==> src/rtl/irqt_pkg.sv <==
package irqt_pkg;
  // Region codes taken from address bits [15:12]
  localparam logic [3:0] RGN_NIB0 = 4'h8;
  localparam logic [3:0] RGN_CTRL = 4'hC;
  localparam logic [3:0] RGN_ACK  = 4'hD;
  localparam logic [3:0] RGN_BANK = 4'hF;

  // Control word bit positions
  localparam int CTL_REARM = 0;
  localparam int CTL_RUN   = 1;
  localparam int CTL_MODE  = 2;

  typedef struct packed {
    logic mode8;
    logic run;
    logic rearm;
  } ctl_t;
endpackage

==> src/rtl/irqt_decode.sv <==
module irqt_decode
  import irqt_pkg::*;
#(
  parameter int NIBBLES = 4
) (
  input  logic               wr_en,
  input  logic [3:0]         region,
  output logic [NIBBLES-1:0] nib_we,
  output logic               ctrl_we,
  output logic               ack_we,
  output logic               bank_we
);
  for (genvar g = 0; g < NIBBLES; g++) begin : g_nib
    assign nib_we[g] = wr_en && (region == 4'(RGN_NIB0 + g));
  end

  assign ctrl_we = wr_en && (region == RGN_CTRL);
  assign ack_we  = wr_en && (region == RGN_ACK);
  assign bank_we = wr_en && (region == RGN_BANK);
endmodule

==> src/rtl/irqt_regs.sv <==
module irqt_regs
  import irqt_pkg::*;
#(
  parameter int DATA_W  = 8,
  parameter int CNT_W   = 16,
  parameter int NIB_W   = 4,
  parameter int BANK_W  = 6,
  localparam int NIBBLES = CNT_W / NIB_W
) (
  input  logic               clk,
  input  logic               rst,
  input  logic [NIBBLES-1:0] nib_we,
  input  logic               ctrl_we,
  input  logic               ack_we,
  input  logic               bank_we,
  input  logic [DATA_W-1:0]  wdata,
  output logic [CNT_W-1:0]   reload,
  output ctl_t               ctl,
  output logic               load_full,
  output logic               load_low,
  output logic [BANK_W-1:0]  bank
);
  for (genvar g = 0; g < NIBBLES; g++) begin : g_rel
    always_ff @(posedge clk) begin
      if (rst)            reload[g*NIB_W +: NIB_W] <= '0;
      else if (nib_we[g]) reload[g*NIB_W +: NIB_W] <= wdata[NIB_W-1:0];
    end

    p_nib_keep_r2: assert property (@(posedge clk) disable iff (rst)
      !nib_we[g] |=> $stable(reload[g*NIB_W +: NIB_W]));
  end

  always_ff @(posedge clk) begin
    if (rst) begin
      ctl <= '0;
    end else if (ctrl_we) begin
      ctl.mode8 <= wdata[CTL_MODE];
      ctl.run   <= wdata[CTL_RUN];
      ctl.rearm <= wdata[CTL_REARM];
    end else if (ack_we) begin
      ctl.run <= ctl.rearm;
    end
  end

  assign load_full = ctrl_we && wdata[CTL_RUN] && !wdata[CTL_MODE];
  assign load_low  = ctrl_we && wdata[CTL_RUN] &&  wdata[CTL_MODE];

  always_ff @(posedge clk) begin
    if (rst)          bank <= '0;
    else if (bank_we) bank <= wdata[BANK_W-1:0];
  end

  p_rearm_r5: assert property (@(posedge clk) disable iff (rst)
    ack_we && !ctrl_we |=> ctl.run == $past(ctl.rearm));
  p_bank_keep_r8: assert property (@(posedge clk) disable iff (rst)
    !bank_we |=> $stable(bank));
endmodule

==> src/rtl/irqt_counter.sv <==
module irqt_counter #(
  parameter int CNT_W = 16,
  localparam int LOW_W = CNT_W / 2
) (
  input  logic             clk,
  input  logic             rst,
  input  logic             run,
  input  logic             mode8,
  input  logic             load_full,
  input  logic             load_low,
  input  logic             hold,
  input  logic             clr,
  input  logic             cpu_ce,
  input  logic [CNT_W-1:0] reload,
  output logic             irq
);
  logic [CNT_W-1:0] cnt;
  logic tick, wrap_full, wrap_low, overflow;

  assign tick      = run && cpu_ce && !hold;
  assign wrap_full = (cnt == '1);
  assign wrap_low  = (cnt[LOW_W-1:0] == '1);
  assign overflow  = tick && (mode8 ? wrap_low : wrap_full);

  always_ff @(posedge clk) begin
    if (rst) begin
      cnt <= '0;
      irq <= 1'b0;
    end else begin
      if (load_full) begin
        cnt <= reload;
      end else if (load_low) begin
        cnt[LOW_W-1:0] <= reload[LOW_W-1:0];
      end else if (tick) begin
        if (mode8)
          cnt[LOW_W-1:0] <= wrap_low ? reload[LOW_W-1:0] : cnt[LOW_W-1:0] + 1'b1;
        else
          cnt <= wrap_full ? reload : cnt + 1'b1;
      end
      if (overflow)  irq <= 1'b1;
      else if (clr)  irq <= 1'b0;
    end
  end

  p_wrap16_r6: assert property (@(posedge clk) disable iff (rst)
    tick && !mode8 && wrap_full |=> irq && cnt == $past(reload));
  p_keep_hi_r7: assert property (@(posedge clk) disable iff (rst)
    tick && mode8 |=> cnt[CNT_W-1:LOW_W] == $past(cnt[CNT_W-1:LOW_W]));
  p_sticky_r6: assert property (@(posedge clk) disable iff (rst)
    irq && !clr |=> irq);
  p_clear_r3: assert property (@(posedge clk) disable iff (rst)
    hold |=> !irq);
  p_set_wins_r9: assert property (@(posedge clk) disable iff (rst)
    clr && overflow |=> irq);
  p_idle_r10: assert property (@(posedge clk) disable iff (rst)
    !tick && !load_full && !load_low |=> $stable(cnt));
endmodule

==> src/rtl/irq_bank_timer.sv <==
module irq_bank_timer
  import irqt_pkg::*;
#(
  parameter int ADDR_W    = 16,
  parameter int DATA_W    = 8,
  parameter int CNT_W     = 16,
  parameter int NIB_W     = 4,
  parameter int NUM_BANKS = 64,
  localparam int BANK_W   = $clog2(NUM_BANKS),
  localparam int NIBBLES  = CNT_W / NIB_W
) (
  input  logic              clk,
  input  logic              rst,
  input  logic              wr_en,
  input  logic [ADDR_W-1:0] wr_addr,
  input  logic [DATA_W-1:0] wr_data,
  input  logic              cpu_ce,
  output logic              irq,
  output logic [BANK_W-1:0] prg_bank_lo,
  output logic [BANK_W-1:0] prg_bank_hi
);
  localparam logic [BANK_W-1:0] LAST_BANK = BANK_W'(NUM_BANKS - 1);

  logic [3:0]         region;
  logic [NIBBLES-1:0] nib_we;
  logic               ctrl_we, ack_we, bank_we;
  logic [CNT_W-1:0]   reload;
  ctl_t               ctl;
  logic               load_full, load_low;
  logic               unused_addr;

  assign region      = wr_addr[ADDR_W-1 -: 4];
  assign unused_addr = ^wr_addr[ADDR_W-5:0];

  irqt_decode #(.NIBBLES(NIBBLES)) u_dec (
    .wr_en   (wr_en),
    .region  (region),
    .nib_we  (nib_we),
    .ctrl_we (ctrl_we),
    .ack_we  (ack_we),
    .bank_we (bank_we)
  );

  irqt_regs #(
    .DATA_W (DATA_W),
    .CNT_W  (CNT_W),
    .NIB_W  (NIB_W),
    .BANK_W (BANK_W)
  ) u_regs (
    .clk       (clk),
    .rst       (rst),
    .nib_we    (nib_we),
    .ctrl_we   (ctrl_we),
    .ack_we    (ack_we),
    .bank_we   (bank_we),
    .wdata     (wr_data),
    .reload    (reload),
    .ctl       (ctl),
    .load_full (load_full),
    .load_low  (load_low),
    .bank      (prg_bank_lo)
  );

  irqt_counter #(.CNT_W(CNT_W)) u_cnt (
    .clk       (clk),
    .rst       (rst),
    .run       (ctl.run),
    .mode8     (ctl.mode8),
    .load_full (load_full),
    .load_low  (load_low),
    .hold      (ctrl_we),
    .clr       (ctrl_we || ack_we),
    .cpu_ce    (cpu_ce),
    .reload    (reload),
    .irq       (irq)
  );

  assign prg_bank_hi = LAST_BANK;

  p_hi_fixed_r1: assert property (@(posedge clk) prg_bank_hi == LAST_BANK);
endmodule

==> config.mk <==
export PLATFORM = sky130hd
export DESIGN_NAME = irq_bank_timer
export DESIGN_NICKNAME = d
export VERILOG_FILES = /design/src/rtl/irqt_pkg.sv /design/src/rtl/irqt_decode.sv /design/src/rtl/irqt_regs.sv /design/src/rtl/irqt_counter.sv /design/src/rtl/irq_bank_timer.sv
export SDC_FILE = /design/constraint.sdc
export NUM_CORES = 1
export LEC_CHECK = 0
export CELL_PAD_IN_SITES_DETAIL_PLACEMENT = 0
export CELL_PAD_IN_SITES_GLOBAL_PLACEMENT = 2
export CORE_AREA = 5 5 87 89
export CTS_BUF_LIST = sky130_fd_sc_hd__clkbuf_8
export DETAILED_ROUTE_END_ITERATION = 10
export DIE_AREA = 0 0 92 94
export GPL_TIMING_DRIVEN = 0
export PLACE_DENSITY_LB_ADDON = 0.08
export SLEW_MARGIN = 20
export SYNTH_ARGS = -nofsm -noshare
export SYNTH_HDL_FRONTEND = slang
export SYNTH_SLANG_ARGS = --single-unit
==> constraint.sdc <==
create_clock -name clk -period 3.76 [get_ports clk]
set_input_delay 0.752 -clock clk [delete_from_list [all_inputs] [get_ports clk]]
set_output_delay 0.752 -clock clk [all_outputs]
set_load 0.02 [all_outputs]
After elaboration in Yosys (flattened, before gate mapping)
Index checks and enable logic that the tools add are counted.
Widths: inputs -> output; s select.
{"block": "totals", "reg_bits": 42, "word_cells": 58, "output_inout_bits": 13, "inputBits": 28}
{"block": "classes", "n_addsub": 2, "n_mux": 13, "n_eq_ne": 11, "reduce_logical": 21}
{"op": "$mux 16", "n": 3}
{"op": "$mux 8", "n": 5}
{"op": "$eq 4x4->1 const B", "n": 7}
{"op": "$add 16x1->16 const B", "n": 1}
{"op": "$eq 16x16->1 const B", "n": 1}
{"op": "$logic_and 1x1->1", "n": 13}
{"op": "$add 8x1->8 const B", "n": 1}
{"op": "$eq 8x8->1 const B", "n": 1}
{"op": "$reduce_bool 2->1", "n": 3}
{"op": "$mux 1", "n": 5}
{"op": "$ne 2x2->1 const B", "n": 2}
{"op": "$reduce_and 3->1", "n": 1}
{"op": "$reduce_bool 3->1", "n": 1}
{"op": "$logic_not 1->1", "n": 2}
{"op": "$logic_or 1x1->1", "n": 1}

Longest topological paths before layout
Gate-level depths: netlist of the first run.
{"block": "logic_depth", "depth_word": 7, "depth_mapped": 7, "mapped_depth_nobuf": 6}

Hierarchy
Synthesis of the first run repeated with hierarchy kept, for this count alone.
{"block": "unflattened", "cells_unflattened": 269, "hier_area_um2": 2292.2}
{"module": "irqt_counter", "seq_area_each_um2": 340.3, "cells_per_inst": 162, "instances": 1, "area_each_um2": 1226.2}
{"module": "irqt_regs", "seq_area_each_um2": 500.5, "cells_per_inst": 88, "instances": 1, "area_each_um2": 933.4}
{"module": "irqt_decode", "seq_area_each_um2": 0.0, "cells_per_inst": 11, "instances": 1, "area_each_um2": 77.6}
{"module": "irq_bank_timer", "seq_area_each_um2": 0.0, "cells_per_inst": 8, "instances": 1, "area_each_um2": 55.1}

Worst setup path before layout of the first run
Ideal clock, no wire load.
{"block": "synth_path", "path_kind": "input to register", "start": "input wr_en", "end": "register u_cnt.cnt[10]", "arrival_ns": 1.968, "setup_ns": 0.116, "path_buffers": 1, "path_slack_ns": 1.676, "path_stages": 6, "cell_sequence": "and3_1 > buf_4 > and4b_4 > nor2_4 > mux2_4 > o211a_1"}
{"block": "synth_between", "elab_chain_cells": 5, "word_cells_on_any_way": 11}
{"item": "start: declaration", "line_no": "irq_bank_timer.sv:14", "text": "input logic wr_en,"}
{"item": "$logic_and 1x1->1 *", "line_no": "irqt_decode.sv:17", "text": "assign ctrl_we = wr_en && (region == RGN_CTRL);"}
{"item": "$logic_and 1x1->1 / $logic_not 1->1 (equally long branches)", "line_no": "irqt_regs.sv:45, irqt_regs.sv:46, irqt_counter.sv:20"}
{"item": "$logic_and 1x1->1, on equally long branches", "line_no": "irqt_regs.sv:45, irqt_counter.sv:20, irqt_regs.sv:46"}
{"item": "$ne 2x2->1 (no source line) / $reduce_bool 2->1 (equally long branches)"}
{"item": "$reduce_and 3->1 (no source line)"}
{"item": "end signal: assignment", "line_no": "irqt_counter.sv:31", "text": "cnt <= reload;"}
{"item": "end signal: indexed assignment", "line_no": "irqt_counter.sv:33", "text": "cnt[LOW_W-1:0] <= reload[LOW_W-1:0];"}
{"item": "end signal: indexed assignment", "line_no": "irqt_counter.sv:36", "text": "cnt[LOW_W-1:0] <= wrap_low ? reload[LOW_W-1:0] : cnt[LOW_W-1:0] + 1'b1;"}
{"item": "end: declaration", "line_no": "irqt_counter.sv:17", "text": "logic [CNT_W-1:0] cnt;"}
Mark *: on every way between the ends. The rest lies on a longest branch, timed or not.
A chain may end at the register's enable or synchronous reset.

Final worst setup path of the first run
{"block": "layout_path", "start": "input wr_addr[13]", "end": "register u_cnt.cnt[9]"}
{"block": "layout_between", "elab_chain_cells": 6, "word_cells_on_any_way": 12}
{"item": "start: declaration", "line_no": "irq_bank_timer.sv:15", "text": "input logic [ADDR_W-1:0] wr_addr,"}
{"item": "$eq 4x4->1 *", "line_no": "irqt_decode.sv:17"}
{"item": "$logic_and 1x1->1 *", "line_no": "irqt_decode.sv:17"}
{"item": "$logic_and 1x1->1 / $logic_not 1->1 (equally long branches)", "line_no": "irqt_regs.sv:45, irqt_regs.sv:46, irqt_counter.sv:20"}
{"item": "$logic_and 1x1->1, on equally long branches", "line_no": "irqt_regs.sv:45, irqt_counter.sv:20, irqt_regs.sv:46"}
{"item": "$ne 2x2->1 (no source line) / $reduce_bool 2->1 (equally long branches)"}
{"item": "$reduce_and 3->1 (no source line)"}
Marked as above.

==> metrics.md, run 1 <==
| Metric | Value |
|---|---|
| CTS Buf Count | `5` |
| Number of max-cap violations | `0` |
| Data required time of the worst path | `3920 ps` |
| Reg-to-reg endpoint | `u_cnt.cnt[10]` |
| Flop pwr share | `0.520` |
| Largest net degree at the start of global routing | `13` |
| Die width | `just over 90 um` |
| Routed wire length per instance | `between 15 and 20 um` |
| Fin nets | `310` |
| Synth async-reset ratio | `0` |
| Int Pwr | `between 600 and 700 uW` |
| # resized after CTS | `0` |
| Slew @ Worst Pin | `around 690 ps` |
| Mapped Avg Cell Area | `8.98 sq um` |
| Routed WL | `5960 um` |
| Final RePlAce weighted congestion | `a little over 0.8` |
| R2R setup slack | `about 1700 ps` |
| Setup ws final | `1100 ps` |
| Placed cell area | `approximately 2600 sq um` |
| Worst hold endpoint | `u_regs.ctl[0]` |
| Critical Path AT | `about 2800 ps` |
| FMAX | `approximately 380 MHz` |
| Final hold violations | `0` |
| Fillers | `696` |
| Switching pwr | `199 uW` |
| Clock insertion delay at the later pin of the skew report | `290 ps` |
| Pwr Total | `869 uW` |
| Crit path kind | `input port to flop` |
| Sink Count | `42` |
| Starting Density | `0.336` |
| Hold crit path type | `flop to flop` |
| Seq/Total Area, Yosys | `0.375` |
| Root buf cell | `clkbuf_8` |
| Top-count cell post-synth | `dfxtp_1` |
| Number of global-route vias before repair | `between 1500 and 2000` |
| Postcts setup bufs | `0` |
| PwrDens | `roughly 330 nW/um^2` |
| Synth area leaders | `dfxtp_1 (37%), mux2i_1 (13%), nor2_1 (5.2%)` |
| Clock network power share | `0.403` |
| Design area | `2660 sq um` |
| WHS Path Cells | `2` |
| Mapped Cells | `between 200 and 300` |
| Die Footprint | `8650 sq um` |
| DPL Wire Length | `~4500 um` |
| Cell area after synthesis | `between 2000 and 2500 sq um` |
| Max FO, Critical Path | `9` |
| Synth area leader | `dfxtp_1` |
| CORE AREA | `about 6700 sq um` |
| Tmin final | `2660 ps` |
| Hold_sp | `u_regs.ctl[0]` |
| Yosys Warn Count | `0` |
| Synth top area share | `0.375` |
| Place WS | `between 700 and 800 ps` |
| First-pass GRT wire length | `slightly below 10000 um` |
| Period utilisation layout | `0.708` |
| Setup-failing EPs final | `0` |
| Max-slew headroom | `0.535` |
| Peak VDD IR | `between 150 and 200 uV` |
| First DRT Iteration DRCs | `a little over 70` |
| Sum Neg Setup Slack | `0 ps` |
| Crit path from | `wr_addr[13]` |
| CTS max path bufs | `2` |
| Post-synth EDFFs | `0` |
| Synth cell types | `54` |
| TritonRoute pass-1 iters | `4` |
| Max H-tree Level | `2` |
| CP startpoint kind | `input port` |
| DRC | `0` |
| Cts hold-fix bufs | `0` |
| Worst reg2reg path depth | `6` |
| Routed Antenna Nets | `0` |
| Unrepaired setup endpoints after global routing | `false` |
| GRT Resource Usage Total | `0.147` |
| Row count | `30` |
| Comb power frac | `0.078` |
| CTS tree | `built` |
| Die span in y | `94 um` |
| Switching share of power | `0.229` |
| Vias per inst | `roughly 5.3` |
| Final clock skew | `around 3.7 ps` |
| # IOs | `41` |
| Clk slew on worst S/H paths | `80 ps` |
| Initial antenna violation count | `0` |
| Synthesized flop and latch total | `42` |
| Reg-to-Reg Start | `u_cnt.cnt[0]` |
| Top_reg_cell synth | `dfxtp_1` |
| Share of cells above drive strength 1 | `0.135` |
| Lkg Pwr | `~0.00095 uW` |
| Antenna cells | `0` |
| Status | `complete, no violations` |
| CP endpoint kind | `flop` |
| Via count | `roughly 1900` |
| Slew Limit Fails | `0` |
| PortBufs | `19` |
| Total global routing overflow | `0` |
| Fin util | `0.398` |
| Commonest cells post-synth | `dfxtp_1 (42), nor2_1 (31), mux2i_1 (29)` |
| Area Growth Syn to Fin | `18.5%` |
-- power groups by stage --
stage | clock network, uW | logic (uW) | registers (uW)
floorplan | 0 | 36.9 | 462
global route | 386 | 74.2 | 452
detailed placement | 0 | 68.4 | 462
finish | 350 | 67.7 | 452
CTS | 366 | 68.5 | 452
global placement | 0 | 68.3 | 462
-- logic make-up (layout without fill, tap and decap cells) --
| family | Yosys count | in the layout | synth area share |
|---|---|---|---|
| AO/OA/AOI/OAI | 49 | 49 | 0.163 |
| adder cells (fa/ha/maj) | 1 | 1 | 0.00557 |
| buffers and inverters | 22 | 49 | 0.0574 |
| flip-flops | 42 | 42 | 0.375 |
| multiplexers | 30 | 30 | 0.136 |
| other | 1 | 6 | 0.00167 |
| AND/OR/NAND/NOR | 105 | 105 | 0.262 |
-- how the worst max path moves through the flow --
stage | slack (ps) | cells after the start | end
after floorplan | 1680 | 6 | u_cnt.cnt[10]
after global placement | 740 | 6 | u_cnt.cnt[13]
after detailed placement | 740 | 6 | u_cnt.cnt[13]
after CTS | 1040 | 6 | u_cnt.cnt[13]
after global routing | 890 | 6 | u_cnt.cnt[13]
final | 1100 | 6 | u_cnt.cnt[9]
-- layout by cell type (no fill, tap or decap), types with 2 or more instances in the layout --
master            n
dfxtp_1          42
nor2_1           31
mux2i_1          29
nand2_1          21
clkdlybuf4s50_1  19
a21oi_1          11
nand3_1          10
buf_4             7
o21ai_0           7
nor4_1            6
conb_1            6
clkbuf_1          5
nand4_1           5
inv_1             5
a31oi_1           5
clkbuf_8          5
buf_2             4
and3_1            4
a211oi_1          4
or3_1             4
nor3_1            4
nand3_2           3
o31ai_1           3
nor2_4            2
buf_6             2
or2_2             2
nor3b_2           2
o32ai_1           2
o211a_1           2
o211ai_1          2
a32o_1            2
-- layer usage --
layer	share of wire	global-route usage	up-vias
met1	0.49	0.187	925
met2	0.48	0.251	22
li1	-	-	973
met4	0.012	0.0470	0
met3	0.027	0.0280	7
met5	0	0	-
-- state kept, by name (all words and copies together), names as in the netlist --
signal / flops
u_regs.reload: 16
u_cnt.cnt: 16
u_cnt.irq: 1
u_regs.ctl: 3
u_regs.bank: 6
-- worst max-delay path, cell delays in order --
cell and delay, ps:
clkdlybuf4s50_1 660, nor2_4 120, a211oi_1 630, nor2_1 300, o211ai_1 250, o31ai_1 90
-- through the flow --
step	instances	hold slack, ps
global placement	354	447
CTS	362	463
finish	362	464
floorplan	255	436
global route	362	499
detailed placement	354	451
-- final cells by class --
cell class	count	area (sq um)	area share
buffer	18	114	0.0428
clock buffer	5	68.8	0.0259
clock inverter	3	37.5	0.0141
inverter	4	15.0	0.00564
multi-input combinational	191	1290	0.486
sequential	42	841	0.316
tap	80	100	0.0376
timing repair buffer	19	190	0.0715
Note: power is estimated with default switching activity, not from simulation.
==> run 2: changes to the inputs <==
- CORE_AREA: 5 5 87 89 -> 5 5 94 96
- DIE_AREA: 0 0 92 94 -> 0 0 99 101
- clock period: 3.76 -> 2.2 ns (I/O delays scaled with it)
==> run 2 against run 1 <==
  * Power rose by 74%
  * Highest routed layer unchanged
  * Critical path depth rose by 1
  * Die area rose by 16%
  * Register-to-register slack got worse by 1500 ps
  * Clock skew increased by 0.96 ps
  * Critical path type unchanged
  * Final cell count increased by 7.2%
==> metrics.md, run 2 (synthesis gave the netlist of run 1 again) <==
| Metric | Value |
|---|---|
| Flop pwr share | `0.509` |
| Top flop regs | `u_cnt.cnt x16, u_regs.reload x16, u_regs.bank x6` |
| First-pass GRT wire length | `about 10000 um` |
| Critical path's top delay family | `simple AND/OR/NAND/NOR gates` |
| Vias per inst | `around 5.0` |
| FMAX | `468 MHz` |
| Unrepaired setup endpoints after global routing | `false` |
| Reg-to-Reg Start | `u_cnt.cnt[0]` |
| Number of global-route vias before repair | `about 1900` |
| Register area | `841 sq um` |
| Comb power frac | `0.078` |
| Switching share of power | `0.242` |
| Peak VDD IR | `about 260 uV` |
| Starting Density | `0.282` |
| R2R setup slack | `roughly 130 ps` |
| Fillers | `approximately 850` |
| Lkg Pwr | `between 0.0009 and 0.001 uW` |
| Most frequent cell on the critical path | `nor2_1` |
| Worst reg2reg path depth | `6` |
| Final RePlAce weighted congestion | `~0.76` |
| TritonRoute pass-1 iters | `4` |
| Postcts setup bufs | `0` |
| Worst hold endpoint | `u_regs.ctl[0]` |
| CTS Buf Count | `5` |
| Setup-failing EPs final | `0` |
| Antenna cells | `0` |
| Buf+Inv Stages, Crit Path | `2` |
| DPL Wire Length | `4610 um` |
| WHS Path Cells | `2` |
| Slew Limit Fails | `0` |
| Largest net degree at the start of global routing | `14` |
| Max incr delay on CP | `around 500 ps` |
| Share of cells above drive strength 1 | `0.145` |
| Max-slew headroom | `0.525` |
| # IOs | `41` |
| CORE AREA | `roughly 8000 sq um` |
| First DRT Iteration DRCs | `61` |
| DRC | `0` |
| Final hold violations | `0` |
| Die Footprint | `about 10000 sq um` |
| Critical Path AT | `around 2300 ps` |
| Period utilisation layout | `0.971` |
| Sink Count | `42` |
| Place WS | `-455 ps` |
| Most common cell after layout, fill and taps aside | `dfxtp_1` |
| Crit path cell chain | `clkdlybuf4s50_1 -> and3_1 -> buf_4 -> and4b_4 -> nor2_1 -> nor2_1 -> a32o_1` |
| PwrDens | `between 500 and 600 nW/um^2` |
| Clk slew on worst S/H paths | `around 90 ps` |
| Reg-to-reg endpoint | `u_cnt.cnt[10]` |
| CP startpoint kind | `input port` |
| Routed wire length per instance | `around 16 um` |
| Routed Antenna Nets | `0` |
| Via count | `between 1500 and 2000` |
| Routed WL | `slightly above 6000 um` |
| Max FO, Critical Path | `9` |
| Crit path kind | `input port to flop` |
| Slew @ Worst Pin | `between 700 and 800 ps` |
| Critical path's slowest cell | `nor2_1` |
| Area Growth Syn to Fin | `21.0%` |
| Number of max-cap violations | `0` |
| Clock network power share | `0.413` |
| Fin util | `0.341` |
| Hold_sp | `u_regs.ctl[0]` |
| Initial antenna violation count | `0` |
| PortBufs | `19` |
| Switching pwr | `around 370 uW` |
| Commonest cells after routing, fill and taps aside | `dfxtp_1 (42), nor2_1 (31), mux2i_1 (29), nand2_1 (21), clkdlybuf4s50_1 (17)` |
| CTS max path bufs | `2` |
| CP endpoint kind | `flop` |
| Int Pwr | `~1200 uW` |
| Die span in y | `around 100 um` |
| Root buf cell | `clkbuf_8` |
| Clock insertion delay at the later pin of the skew report | `about 300 ps` |
| Final clock skew | `4.62 ps` |
| Hold crit path type | `flop to flop` |
| Die width | `99 um` |
| Row count | `33` |
| Worst hold slack | `between 400 and 500 ps` |
| Fin nets | `approximately 310` |
| Max H-tree Level | `2` |
| Setup ws final | `about 65 ps` |
| Multi-input gate area | `between 1000 and 1500 sq um` |
| CTS tree | `built` |
| GRT Resource Usage Total | `0.128` |
| Data required time of the worst path | `between 2000 and 2500 ps` |
| Status | `complete, no violations` |
| Tmin final | `around 2100 ps` |
| Total global routing overflow | `0` |
## run 2: changes by cell type in the layout (fill, tap and decap cells not counted)
cell | previous run | this run
nand2_4 | 0 | 1
a211oi_1 | 4 | 3
a211oi_2 | 0 | 1
clkinvlp_4 | 0 | 1
nand2_2 | 1 | 0
clkdlybuf4s50_1 | 19 | 17
dlymetal6s2s_1 | 0 | 2
inv_1 | 5 | 4
nor2_2 | 0 | 1
## run 2: stage by stage
stage | instance area, sq um | setup TNS (ps) | power (uW) | cells
floorplan | 2260 | 0 | 853 | 255
global placement | 2580 | -4560 | 908 | 379
detailed placement | 2580 | -3740 | 907 | 379
CTS | 2700 | 0 | 1550 | 387
global route | 2720 | 0 | 1580 | 388
finish | 2720 | 0 | 1520 | 388
## run 2: final cells by class
class	count	area share
plain buffers	18	0.0419
clock buffers	5	0.0253
clock inverters	3	0.0152
inverters	4	0.00553
multi-input cells	192	0.482
flip-flops and latches	42	0.310
well taps	105	0.0484
repair buffers	19	0.0719
## run 2: timing repair
action                     CTS  global route
pin swaps                    0             2
setup endpoints to repair    5             5
hold buffers                 0             0
gates cloned                 0             1
gates resized for setup      1             3
## run 2: how the worst max path moves through the flow
stage,from,end,slack (ps),depth (start not counted)
finish,wr_en,u_cnt.cnt[14],60,7
global route,wr_en,u_cnt.cnt[14],7,7
CTS,wr_addr[13],u_cnt.cnt[14],40,6
detailed placement,wr_addr[13],u_cnt.cnt[13],-460,6
global placement,wr_addr[13],u_cnt.cnt[13],-540,6
floorplan,u_cnt.cnt[0],u_cnt.cnt[10],420,6
## run 2: routing by layer
metal	up-vias	GRT usage	wire length (um)
li1	975	-	-
met1	925	0.172	3090
met2	13	0.209	2950
met3	8	0.0235	102
met4	0	0.0410	83
met5	-	0	0
## run 2: tightest hold or removal path, cell delays in order, from the launching register on
cell and delay, ps:
dfxtp_1 320, nand2_1 50, a21oi_1 50
## run 2: power groups by stage
stage	logic, uW	registers, uW	clock network, uW
floorplan	63.1	790	0
global placement	118	790	0
detailed placement	117	790	0
CTS	118	773	656
global route	128	774	676
finish	118	772	627
